==> config.mk <==
export PLATFORM = sky130hd
export DESIGN_NAME = chk_alu
export DESIGN_NICKNAME = d
export VERILOG_FILES = /design/src/rtl/chk_pkg.sv /design/src/rtl/chk_alu.sv
export SDC_FILE = /design/constraint.sdc
export NUM_CORES = 1
export LEC_CHECK = 0
export BUFFER_PORTS_ARGS = -buffer_cell sky130_fd_sc_hd__buf_2
export CELL_PAD_IN_SITES_DETAIL_PLACEMENT = 0
export CELL_PAD_IN_SITES_GLOBAL_PLACEMENT = 2
export CORE_AREA = 5 5 136 170
export DETAILED_ROUTE_END_ITERATION = 6
export DIE_AREA = 0 0 141 175
export PLACE_DENSITY_LB_ADDON = 0.15
export SLEW_MARGIN = 10
export SYNTH_ARGS = -nofsm -noshare
export SYNTH_HDL_FRONTEND = slang
export SYNTH_SLANG_ARGS = --single-unit
==> constraint.sdc <==
create_clock -name vclk -period 7.3
set_input_delay 0.73 -clock vclk [all_inputs]
set_output_delay 0.73 -clock vclk [all_outputs]
set_load 0.01 [all_outputs]
==> src/rtl/chk_pkg.sv <==
package chk_pkg;
  typedef enum logic [2:0] {
    OP_ADD = 3'd0,
    OP_SUB = 3'd1,
    OP_AND = 3'd2,
    OP_OR  = 3'd3,
    OP_XOR = 3'd4,
    OP_SLL = 3'd5,
    OP_SRL = 3'd6,
    OP_IMM = 3'd7
  } op_e;

  typedef enum logic [1:0] {
    CAUSE_NONE = 2'd0,
    CAUSE_SRC  = 2'd1,
    CAUSE_ALU  = 2'd2,
    CAUSE_TMO  = 2'd3
  } cause_e;
endpackage

==> src/rtl/chk_alu.sv <==
module chk_alu
  import chk_pkg::*;
#(
  parameter int XLEN = 32
) (
  input  op_e             op_i,
  input  logic [XLEN-1:0] a_i,
  input  logic [XLEN-1:0] b_i,
  output logic [XLEN-1:0] res_o
);
  localparam int SHW = $clog2(XLEN);

  logic [SHW-1:0] shamt;
  assign shamt = b_i[SHW-1:0];

  always_comb begin
    unique case (op_i)
      OP_ADD:  res_o = a_i + b_i;
      OP_SUB:  res_o = a_i - b_i;
      OP_AND:  res_o = a_i & b_i;
      OP_OR:   res_o = a_i | b_i;
      OP_XOR:  res_o = a_i ^ b_i;
      OP_SLL:  res_o = a_i << shamt;
      OP_SRL:  res_o = a_i >> shamt;
      default: res_o = b_i;
    endcase
  end
endmodule

* Yosys cells after proc, flatten, opt, wreduce, memory -nomap -nowiden
Index checks and enable logic that the tools add are counted.
Operators by class: reduce and logical (&&, ||, !) cells 1, $add $sub $neg 2, muxes and demuxes 1, shifts and indexed selects 2, equality and inequality tests 6, bitwise gates (word level) 3
Operator list (number):
- $pmux 32 s7 | 1
- $add 32x32->32 | 1
- $and 32x32->32 | 1
- $or 32x32->32 | 1
- $shl 32x5->32 | 1
- $shr 32x5->32 | 1
- $sub 32x32->32 | 1
- $xor 32x32->32 | 1
- $eq 3x3->1 const B | 3
- $eq 3x2->1 const B | 2
- $eq 3x1->1 const B | 1
- $logic_not 3->1 | 1
Storage, ports and cells: register bits after elaboration 0, input bits 67, word-level logic and storage cells 15, output and inout bits 32

* Depth between registers and ports, before layout
Gate-level depths: netlist of run 1.
word-level depth 2, mapped depth 20, mapped depth without buffers 17

* Worst setup path before layout of run 1
Ideal clock, no wire load.
kind input -> output, start point input b_i[0], end point output res_o[31], arrival 4765 ps, required time 6570 ps, buffers on the path 3, stages on the path 19, setup slack 1805 ps, cells stage by stage buf_2 > buf_2 > inv_2 > buf_1 > ha_1 > nand4_1 > nor2_1 > nand3_1 > o41ai_1 > xnor2_1 > ha_1 > nand4_1 > nor3_1 > a31o_2 > a2111oi_0 > o31ai_1 > a221oi_1 > xnor2_1 > o22ai_1
On the way: word-level cells in the longest chain between the ends 2
Ends and longest elaborated chain:
- from (decl) | RTL line chk_alu.sv:8 | input logic [XLEN-1:0] b_i,
- $sub 32x32->32 (tied with other cells) | RTL line chk_alu.sv:19 | OP_SUB: res_o = a_i - b_i;
- $pmux 32 s7 * | RTL line chk_alu.sv:17 | unique case (op_i)
- to (decl) | RTL line chk_alu.sv:9 | output logic [XLEN-1:0] res_o
Mark *: on every way between the ends. The rest lies on a longest branch, timed or not.

* Worst setup path in the final report of run 1
Ends and elaborated chain as after synthesis.

==> results.toml, run 1 <==
[sta]
fmaxAchievable_ghz = 0.152
final_period_minus_worst_setup_slack_ns = 6.57
fin_max_slew_vios = 0
finalSetupTns_ns = 0
finalSetupViolCount = 0
min_period_over_period_pct = 90.0
grt_setup_unrepaired = "false"
final_hold_viol_count = 0
slew-limit-headroom_pct = 31.7
worst_pin_slew_ns = 1.01

[power_and_ir_drop]
power_leakage_nw = 3.82
powerDensity_mw_per_mm2 = 90.9
vdd_ir_drop_max_mv = 0.0356
p_total_mw = 0.780

[synth]
synthTopCellsByArea = "sky130_fd_sc_hd__ha_1, sky130_fd_sc_hd__mux4_2, sky130_fd_sc_hd__a21oi_1"
synthesis.yosys.warnings = 0
netlist_area_mm2 = 0.00794
post_synth.cell_area_avg_um2 = 7.22
post_synth_inst_count = 1099
netlist.top_cell.by_area = "sky130_fd_sc_hd__ha_1"
synth_largest_type_area_fraction_pct = 15.3
syn-num-nets = 1264
post_synth_num_cell_types = 76
seq_area_frac_synth_pct = 0

[clock_network]
cts_repair_resize_count = 0
ctsHoldBuffers = 0
cts_post_setup_buffers_inserted = 0

[run]
drv_cap = 0

[setup_path]
path_max_fanout = 28
cp_data_required_time_ns = 6.57
worst-setup-path-type = "in -> out"
critPathCaptureType = "output pin"
worstSetupStartpointType = "primary input"
critical_path_arrival_ns = 5.84

[placed_design]
place_hpwl_mm = 29.7
place.gp.congestion = 0.967
portBuffers = 99

[global_routing]
met1_usage_pct = 40.6
grt_pass1_wl_mm = 57.2
gr-max-usage-layer = "met2"
gr-total-overflow = 0
antenna_violations_before_repair = 0
gr-usage-met3_pct = 3.07
first_global_vias = 9005
gr-usage-met2_pct = 48.9
grt_start_max_net_pins = 77
grt.total_usage_pct = 29.5

[die]
start_util_pct = 37.2
core-area_mm2 = 0.0213
rows = 60
dieWidth_um = 141
num_io_pins = 99
fp.dieH_um = 175
die_area_mm2 = 0.0247

[detailed_routing]
finalWirelength_mm = 38.6
drt_pre_antenna_iters = 7
route.antenna.remaining_nets = 0
vias = 9476
routed_via_density = 6.72
post_drt_wl_per_cell_um = 27.4
remaining_drc_errors = 10
detail_route.iter0.violations = 1051

[layout]
n_antenna_cell = 0
nets = 1298
design.seq.count = 0
syn2layout_area_growth_pct = 8.00
n_fill_cell = 2342
leading_cell_type_in_the_layout_fill_and_taps_excluded = "sky130_fd_sc_hd__nor2_1"
post_route_cells_drive_above_1_share_pct = 17.6
clkbuf_count = 0
footprint_of_the_multi_input_gates_mm2 = 0.00731
final-seq-area_um2 = 0
commonest_cells_after_routing_fill_and_taps_aside = "sky130_fd_sc_hd__nor2_1, sky130_fd_sc_hd__a21oi_1, sky130_fd_sc_hd__ha_1, sky130_fd_sc_hd__buf_2, sky130_fd_sc_hd__nand2_1"

[run_status]
status = "finished, violations left"
violations = "design-rule violations"

[min_path]
hold_path.class = "in -> out"
power breakdown:
part	leakage [nW]	internal [mW]	switching [mW]
combinational	3.82	0.289	0.491
clock	0	0	0
sequential	0	0	0
total	3.82	0.289	0.491
critical path: stages:
cell,delay [ns]
sky130_fd_sc_hd__buf_4,0.24
sky130_fd_sc_hd__inv_2,0.40
sky130_fd_sc_hd__ha_1,0.29
sky130_fd_sc_hd__nand4_1,0.12
sky130_fd_sc_hd__nor2_1,0.36
sky130_fd_sc_hd__nand3_1,0.26
sky130_fd_sc_hd__o41ai_1,0.36
sky130_fd_sc_hd__xnor2_1,0.18
sky130_fd_sc_hd__ha_1,0.33
sky130_fd_sc_hd__nand4_1,0.16
sky130_fd_sc_hd__nor3_1,0.09
sky130_fd_sc_hd__a31o_2,0.26
sky130_fd_sc_hd__a2111oi_0,0.85
sky130_fd_sc_hd__buf_4,0.26
sky130_fd_sc_hd__o31ai_1,0.12
sky130_fd_sc_hd__a221oi_1,0.37
sky130_fd_sc_hd__xnor2_1,0.16
sky130_fd_sc_hd__o22ai_1,0.09
sky130_fd_sc_hd__buf_2,0.16
stage by stage:
step,instance area (um^2),std cells,worst slack (ns),hold WS (ns),util [%]
finish,8580,1410,0.728,1.85,40.2
global route,8580,1410,0.355,1.89,40.2
CTS,8580,1410,0.796,1.85,40.2
detailed placement,8580,1410,0.805,1.85,40.2
global placement,8580,1410,0.824,1.87,40.2
floorplan,7940,1099,1.80,1.60,-
cell usage after synthesis, types with 17 or more instances:
cell type                    n
sky130_fd_sc_hd__clkbuf_1   52
sky130_fd_sc_hd__ha_1       97
sky130_fd_sc_hd__nor3_1     20
sky130_fd_sc_hd__o21ai_0    57
sky130_fd_sc_hd__mux2i_1    39
sky130_fd_sc_hd__buf_2      17
sky130_fd_sc_hd__nand2_1    84
sky130_fd_sc_hd__a21oi_1   126
sky130_fd_sc_hd__inv_1      69
sky130_fd_sc_hd__xnor2_1    38
sky130_fd_sc_hd__a211oi_1   18
sky130_fd_sc_hd__mux4_2     52
sky130_fd_sc_hd__nor2_1    129
sky130_fd_sc_hd__a21o_1     30
path summary, 6_finish.rpt:
check | start | endpoint | slack, ns | depth (start not counted)
setup / recovery | b_i[0] | res_o[31] | 0.73 | 19
hold / removal | b_i[6] | res_o[6] | 1.85 | 3
kinds of logic (layout without fill, tap and decap cells):
family                     Yosys count  count (layout)  share of synthesized area, %
xor gates and xnor gates            50              50                          5.61
muxes                              100             100                          20.9
buffers and inverters              159             191                          8.04
and+or+nand+nor                    298             298                          16.9
adders and majority gates           98              98                          15.5
AOI/OAI and AO/OA                  394             394                          33.0
routing by layer:
layer	up-vias	part of all wire [%]	wire length [um]
met5	-	0	0
met4	0	3.6	1410
met3	95	7.4	2840
met2	522	47	18000
met1	4631	42	16400
li1	4228	-	-
final cells by class:
cell class,count,share of cell area (%)
Tap cell,279,4.07
Timing Repair Buffer,118,7.50
Inverter,73,3.20
Multi-Input combinational cell,940,85.2
No activity file was read; power rests on OpenSTA's default activity.
==> run 2, diff against run 1 <==
--- a/config.mk
+++ b/config.mk
@@ -8,9 +8,9 @@
 export BUFFER_PORTS_ARGS = -buffer_cell sky130_fd_sc_hd__buf_2
 export CELL_PAD_IN_SITES_DETAIL_PLACEMENT = 0
 export CELL_PAD_IN_SITES_GLOBAL_PLACEMENT = 2
-export CORE_AREA = 5 5 136 170
+export CORE_AREA = 5 5 147 185
 export DETAILED_ROUTE_END_ITERATION = 6
-export DIE_AREA = 0 0 141 175
+export DIE_AREA = 0 0 152 190
 export PLACE_DENSITY_LB_ADDON = 0.15
 export SLEW_MARGIN = 10
 export SYNTH_ARGS = -nofsm -noshare
==> constraint.sdc (replaced) <==
create_clock -name vclk -period 5.38
set_input_delay 0.538 -clock vclk [all_inputs]
set_output_delay 0.538 -clock vclk [all_outputs]
set_load 0.01 [all_outputs]
==> run 2 against run 1 <==
Net effect:
- the run now ends clean
- power rose by 40%
- combinational power rose by 40%
- sequential cell count did not move
- global-route usage fell by 3.1 points
- critical path type unchanged
- largest power group unchanged
==> results.toml, run 2 (synthesis results as in run 1) <==
[power_and_ir_drop]
vdd_ir_drop_max_mv = 0.0464
pwr-share-clk_pct = 0
power_frac_seq_pct = 0
power_leakage_nw = 3.99
netSwitchingPower_mw = 0.675
switching_share_pct = 62.1
cellInternalPower_mw = 0.413
p_total_mw = 1.09
powerDensity_mw_per_mm2 = 122
power.share.combinational_pct = 100.0

[sta]
fmaxAchievable_ghz = 0.196
fin_max_slew_vios = 0
grt_setup_unrepaired = "true"
min_period_over_period_pct = 94.7
slew-limit-headroom_pct = 36.0
finalSetupViolCount = 0
worst_pin_slew_ns = 0.949
final_period_minus_worst_setup_slack_ns = 5.10
final_hold_viol_count = 0
final.setup.worst_slack_ns = 0.283

[layout]
n_fill_cell = 2886
final-seq-area_um2 = 0
syn2layout_area_growth_pct = 12.3
finish.instance_area_mm2 = 0.00891
footprint_of_the_multi_input_gates_mm2 = 0.00734
clkbuf_count = 0
design.seq.count = 0
n_antenna_cell = 0
post_route_cells_drive_above_1_share_pct = 20.2
nets = 1329
commonest_cells_after_routing_fill_and_taps_aside = "sky130_fd_sc_hd__nor2_1, sky130_fd_sc_hd__a21oi_1, sky130_fd_sc_hd__ha_1, sky130_fd_sc_hd__buf_2, sky130_fd_sc_hd__nand2_1"
leading_cell_type_in_the_layout_fill_and_taps_excluded = "sky130_fd_sc_hd__nor2_1"

[setup_path]
critical_path_arrival_ns = 4.56
cp_data_required_time_ns = 4.84
critPathCaptureType = "output pin"
path_max_fanout = 7
worstSetupStartpointType = "primary input"
worst-setup-path-type = "in -> out"

[run_status]
status = "complete, no violations"

[global_routing]
grt_start_max_net_pins = 56
grt.total_usage_pct = 26.4
gr-total-overflow = 0
first_global_vias = 9145
grt_pass1_wl_mm = 59.9
antenna_violations_before_repair = 0

[detailed_routing]
finalWirelength_mm = 40.5
vias = 9323
post_drt_wl_per_cell_um = 27.0
detail_route.iter0.violations = 973
drt_pre_antenna_iters = 6
routed_via_density = 6.21
route.antenna.remaining_nets = 0
remaining_drc_errors = 0

[die]
start_util_pct = 31.2
dieWidth_um = 152
rows = 66
num_io_pins = 99
fp.dieH_um = 190
die_area_mm2 = 0.0289
core-area_mm2 = 0.0254

[clock_network]
cts_repair_resize_count = 0
cts_post_setup_buffers_inserted = 0
ctsHoldBuffers = 0

[placed_design]
portBuffers = 99
postPlaceCellArea_mm2 = 0.00888
place_hpwl_mm = 31.8
place.gp.congestion = 0.906
preCtsSetupSlack_ns = 0.135

[run]
drv_cap = 0

[min_path]
hold_path.class = "in -> out"
min_delay_path_depth = 4
==> run 2: routing by layer <==
layer / GRT usage, % / routed length, um
met3: 2.41 / 2640
met5: 0 / 0
met2: 45.1 / 19100
met1: 35.9 / 17300
met4: 7.09 / 1430
==> run 2: path summary, 6_finish.rpt <==
path / from / end
worst max-delay path: b_i[10] / res_o[31]
worst min-delay path: b_i[27] / res_o[27]
==> run 2: layout make-up <==
cell class / instances / share of cell area [%]
tap: 340 / 4.77
inverter: 73 / 3.07
timing repair buffer: 149 / 9.83
multi-input combinational: 940 / 82.3
==> run 2: worst max-delay path, cell delays in order <==
cell and delay (ns):
sky130_fd_sc_hd__buf_2 0.13, sky130_fd_sc_hd__or4_4 0.56, sky130_fd_sc_hd__or3_4 0.37, sky130_fd_sc_hd__nor2_1 0.13
sky130_fd_sc_hd__nand3_1 0.17, sky130_fd_sc_hd__buf_4 0.18, sky130_fd_sc_hd__or3_1 0.36, sky130_fd_sc_hd__o21ai_0 0.21
sky130_fd_sc_hd__xnor2_1 0.15, sky130_fd_sc_hd__ha_1 0.33, sky130_fd_sc_hd__a21o_1 0.21, sky130_fd_sc_hd__a21o_1 0.16
sky130_fd_sc_hd__a21oi_1 0.18, sky130_fd_sc_hd__o31ai_2 0.13, sky130_fd_sc_hd__a221oi_1 0.33, sky130_fd_sc_hd__xnor2_1 0.16
sky130_fd_sc_hd__o22ai_1 0.09, sky130_fd_sc_hd__buf_2 0.16
==> run 2: power by group through the flow <==
| stage | registers [mW] | logic [mW] | clock network (mW) |
|---|---|---|---|
| floorplan | 0 | 0.670 | 0 |
| global placement | 0 | 1.07 | 0 |
| detailed placement | 0 | 1.07 | 0 |
| CTS | 0 | 1.07 | 0 |
| global route | 0 | 1.18 | 0 |
| finish | 0 | 1.09 | 0 |
==> run 2: through the flow <==
step           util, %  cells  hold WS, ns  setup TNS (ns)
2_1_floorplan        -   1099         1.22               0
3_3_place_gp      34.9   1502         1.47               0
3_5_place_dp      34.9   1502         1.49               0
4_1_cts           34.9   1502         1.49               0
5_1_grt           35.0   1502         1.52         -0.0927
6_report          35.0   1502         1.48               0
==> run 3, diff against run 2 <==
--- a/config.mk
+++ b/config.mk
@@ -5,12 +5,12 @@
 export SDC_FILE = /design/constraint.sdc
 export NUM_CORES = 1
 export LEC_CHECK = 0
-export BUFFER_PORTS_ARGS = -buffer_cell sky130_fd_sc_hd__buf_2
 export CELL_PAD_IN_SITES_DETAIL_PLACEMENT = 0
 export CELL_PAD_IN_SITES_GLOBAL_PLACEMENT = 2
-export CORE_AREA = 5 5 147 185
+export CORE_AREA = 2 2 131 165
 export DETAILED_ROUTE_END_ITERATION = 6
-export DIE_AREA = 0 0 152 190
+export DIE_AREA = 0 0 133 167
+export DONT_BUFFER_PORTS = 1
 export PLACE_DENSITY_LB_ADDON = 0.15
 export SLEW_MARGIN = 10
 export SYNTH_ARGS = -nofsm -noshare
==> constraint.sdc (replaced) <==
create_clock -name vclk -period 4.7
set_input_delay 0.47 -clock vclk [all_inputs]
set_output_delay 0.47 -clock vclk [all_outputs]
set_load 0.01 [all_outputs]
==> run 3 against run 2 <==
Net effect:
- first-iteration DRC count increased by 4.8%
- sequential share of layout area unchanged
- largest cell class unchanged
- non-clock buffer count decreased by 58
- the flow now finishes with violations (negative setup slack)
- critical endpoint unchanged
- clock-buffer cell count unchanged
==> results.toml, run 3 (synthesis results as in run 1) <==
[setup_path]
cp_top_family = "simple AND/OR/NAND/NOR gates"
worstSetupStartpointType = "primary input"
cp_data_required_time_ns = 4.23
critical_path_arrival_ns = 4.27
crit_path_cell_trace = "or4_4 > or3_4 > buf_6 > nor4_4 > buf_4 > nor3b_4 > buf_6 > a31oi_1 > xnor2_1 > ha_1 > buf_6 > a21o_1 > a21oi_2 > o31ai_4 > a221oi_2 > xnor2_1 > o22ai_1 > buf_4"
max_stage_delay_ns = 0.54
path_max_fanout = 8
critPathCaptureType = "output pin"
path_buf_inv = 5
worst_path_most_repeated_cell = "sky130_fd_sc_hd__buf_6"
crit_path_top_delay_cell = "sky130_fd_sc_hd__or4_4"
worst-setup-path-type = "in -> out"

[detailed_routing]
routed_via_density = 6.68
vias = 9211
finalWirelength_mm = 38.0
route.top_layer_used = "met4"
drt_pre_antenna_iters = 5
detail_route.iter0.violations = 1020
post_drt_wl_per_cell_um = 27.6
route.antenna.remaining_nets = 0
detailroute.wirelength.met3_mm = 3.26
m1WireLength_mm = 15.8
remaining_drc_errors = 0
wl_met2_mm = 17.3

[global_routing]
grt.total_usage_pct = 32.8
first_global_vias = 8828
gr-total-overflow = 0
grt_start_max_net_pins = 92
grt_pass1_wl_mm = 56.3
antenna_violations_before_repair = 0

[layout]
clkbuf_count = 0
final-seq-area_um2 = 0
syn2layout_area_growth_pct = 11.1
post_route_cells_drive_above_1_share_pct = 18.2
footprint_of_the_multi_input_gates_mm2 = 0.00751
nets = 1271
leading_cell_type_in_the_layout_fill_and_taps_excluded = "sky130_fd_sc_hd__nor2_1"
utilization_pct = 42.8
commonest_cells_after_routing_fill_and_taps_aside = "sky130_fd_sc_hd__nor2_1, sky130_fd_sc_hd__a21oi_1, sky130_fd_sc_hd__ha_1"
finish.instance_area_mm2 = 0.00882
n_antenna_cell = 0
n_fill_cell = 2221
design.seq.count = 0

[sta]
min_period_over_period_pct = 101
grt_setup_unrepaired = "true"
fmaxAchievable_ghz = 0.211
worst_pin_slew_ns = 1.05
slew-limit-headroom_pct = 29.6
final.setup.worst_slack_ns = -0.0397
final_hold_viol_count = 0
finalSetupViolCount = 2
fin_max_slew_vios = 0
final_period_minus_worst_setup_slack_ns = 4.74

[run]
drv_cap = 0

[placed_design]
portBuffers = 0
place.gp.congestion = 0.950
postPlaceCellArea_mm2 = 0.00857
place_hpwl_mm = 29.0

[power_and_ir_drop]
powerDensity_mw_per_mm2 = 129
power_frac_seq_pct = 0
netSwitchingPower_mw = 0.632
vdd_ir_drop_max_mv = 0.0624
pwr-share-clk_pct = 0
switching_share_pct = 55.7
power_leakage_nw = 3.83
power.share.combinational_pct = 100.0
cellInternalPower_mw = 0.503

[min_path]
worstHoldEndpoint = "res_o[27]"
hold_path.class = "in -> out"
worst_hold_startpoint = "b_i[27]"
min_delay_path_depth = 2

[die]
num_io_pins = 99
die_area_mm2 = 0.0222
start_util_pct = 38.6
core-area_mm2 = 0.0206
fp.dieH_um = 167
dieWidth_um = 133
rows = 59

[run_status]
status = "finished, violations left"
violations = "negative setup slack"

[clock_network]
ctsHoldBuffers = 0
## run 3: cell types whose count changed in the layout (fill, tap and decap cells not counted), moves of 4 or more
cell,delta
sky130_fd_sc_hd__a21oi_1,-6
sky130_fd_sc_hd__o21ai_0,-4
sky130_fd_sc_hd__buf_4,+35
sky130_fd_sc_hd__a21oi_2,+5
sky130_fd_sc_hd__buf_6,+4
sky130_fd_sc_hd__buf_2,-97
## run 3: worst max-delay path by stage
stage	from	endpoint	slack, ns	cells after the start
after floorplan	b_i[0]	res_o[31]	-0.06	19
after global placement	b_i[10]	res_o[28]	-0.14	18
after detailed placement	b_i[10]	res_o[28]	-0.15	18
after CTS	b_i[10]	res_o[20]	0.003	15
after global routing	b_i[7]	res_o[31]	-0.20	18
final	b_i[7]	res_o[31]	-0.04	18
## run 3: power by group through the flow
stage,registers (mW),clock network [mW],logic [mW]
after global routing,0,0,1.22
after global placement,0,0,1.07
after detailed placement,0,0,1.07
after CTS,0,0,1.08
final,0,0,1.14
after floorplan,0,0,0.769
## run 3: area by class of cell
cell class | instances | area share [%]
Timing Repair Buffer | 91 | 7.91
Multi-Input combinational cell | 940 | 85.1
Inverter | 73 | 3.11
Tap cell | 274 | 3.89
## run 3: timing repair
action | in CTS | in global routing
pin swaps | 0 | 16
setup endpoints to repair | 10 | 11
setup buffers | 1 | 5
gates resized for setup | 10 | 31
cloned | 0 | 0
## run 3: per-layer routing
layer  up-vias  track usage, %
li1       4172               -
met1      4470            44.9
met2       489            53.2
met3        80            4.20
met4         0            11.1
met5         -               0
## run 3: metrics by stage
step | hold WS [ns] | TNS [ns] | setup slack, ns | power [mW] | std cells
2_1_floorplan | 1.08 | -0.0589 | -0.0589 | 0.769 | 1099
3_3_place_gp | 1.11 | -0.552 | -0.143 | 1.07 | 1372
3_5_place_dp | 1.10 | -0.747 | -0.150 | 1.07 | 1372
4_1_cts | 1.08 | 0 | 0.00268 | 1.08 | 1373
5_1_grt | 1.08 | -0.889 | -0.197 | 1.22 | 1378
6_report | 1.08 | -0.0422 | -0.0397 | 1.14 | 1378
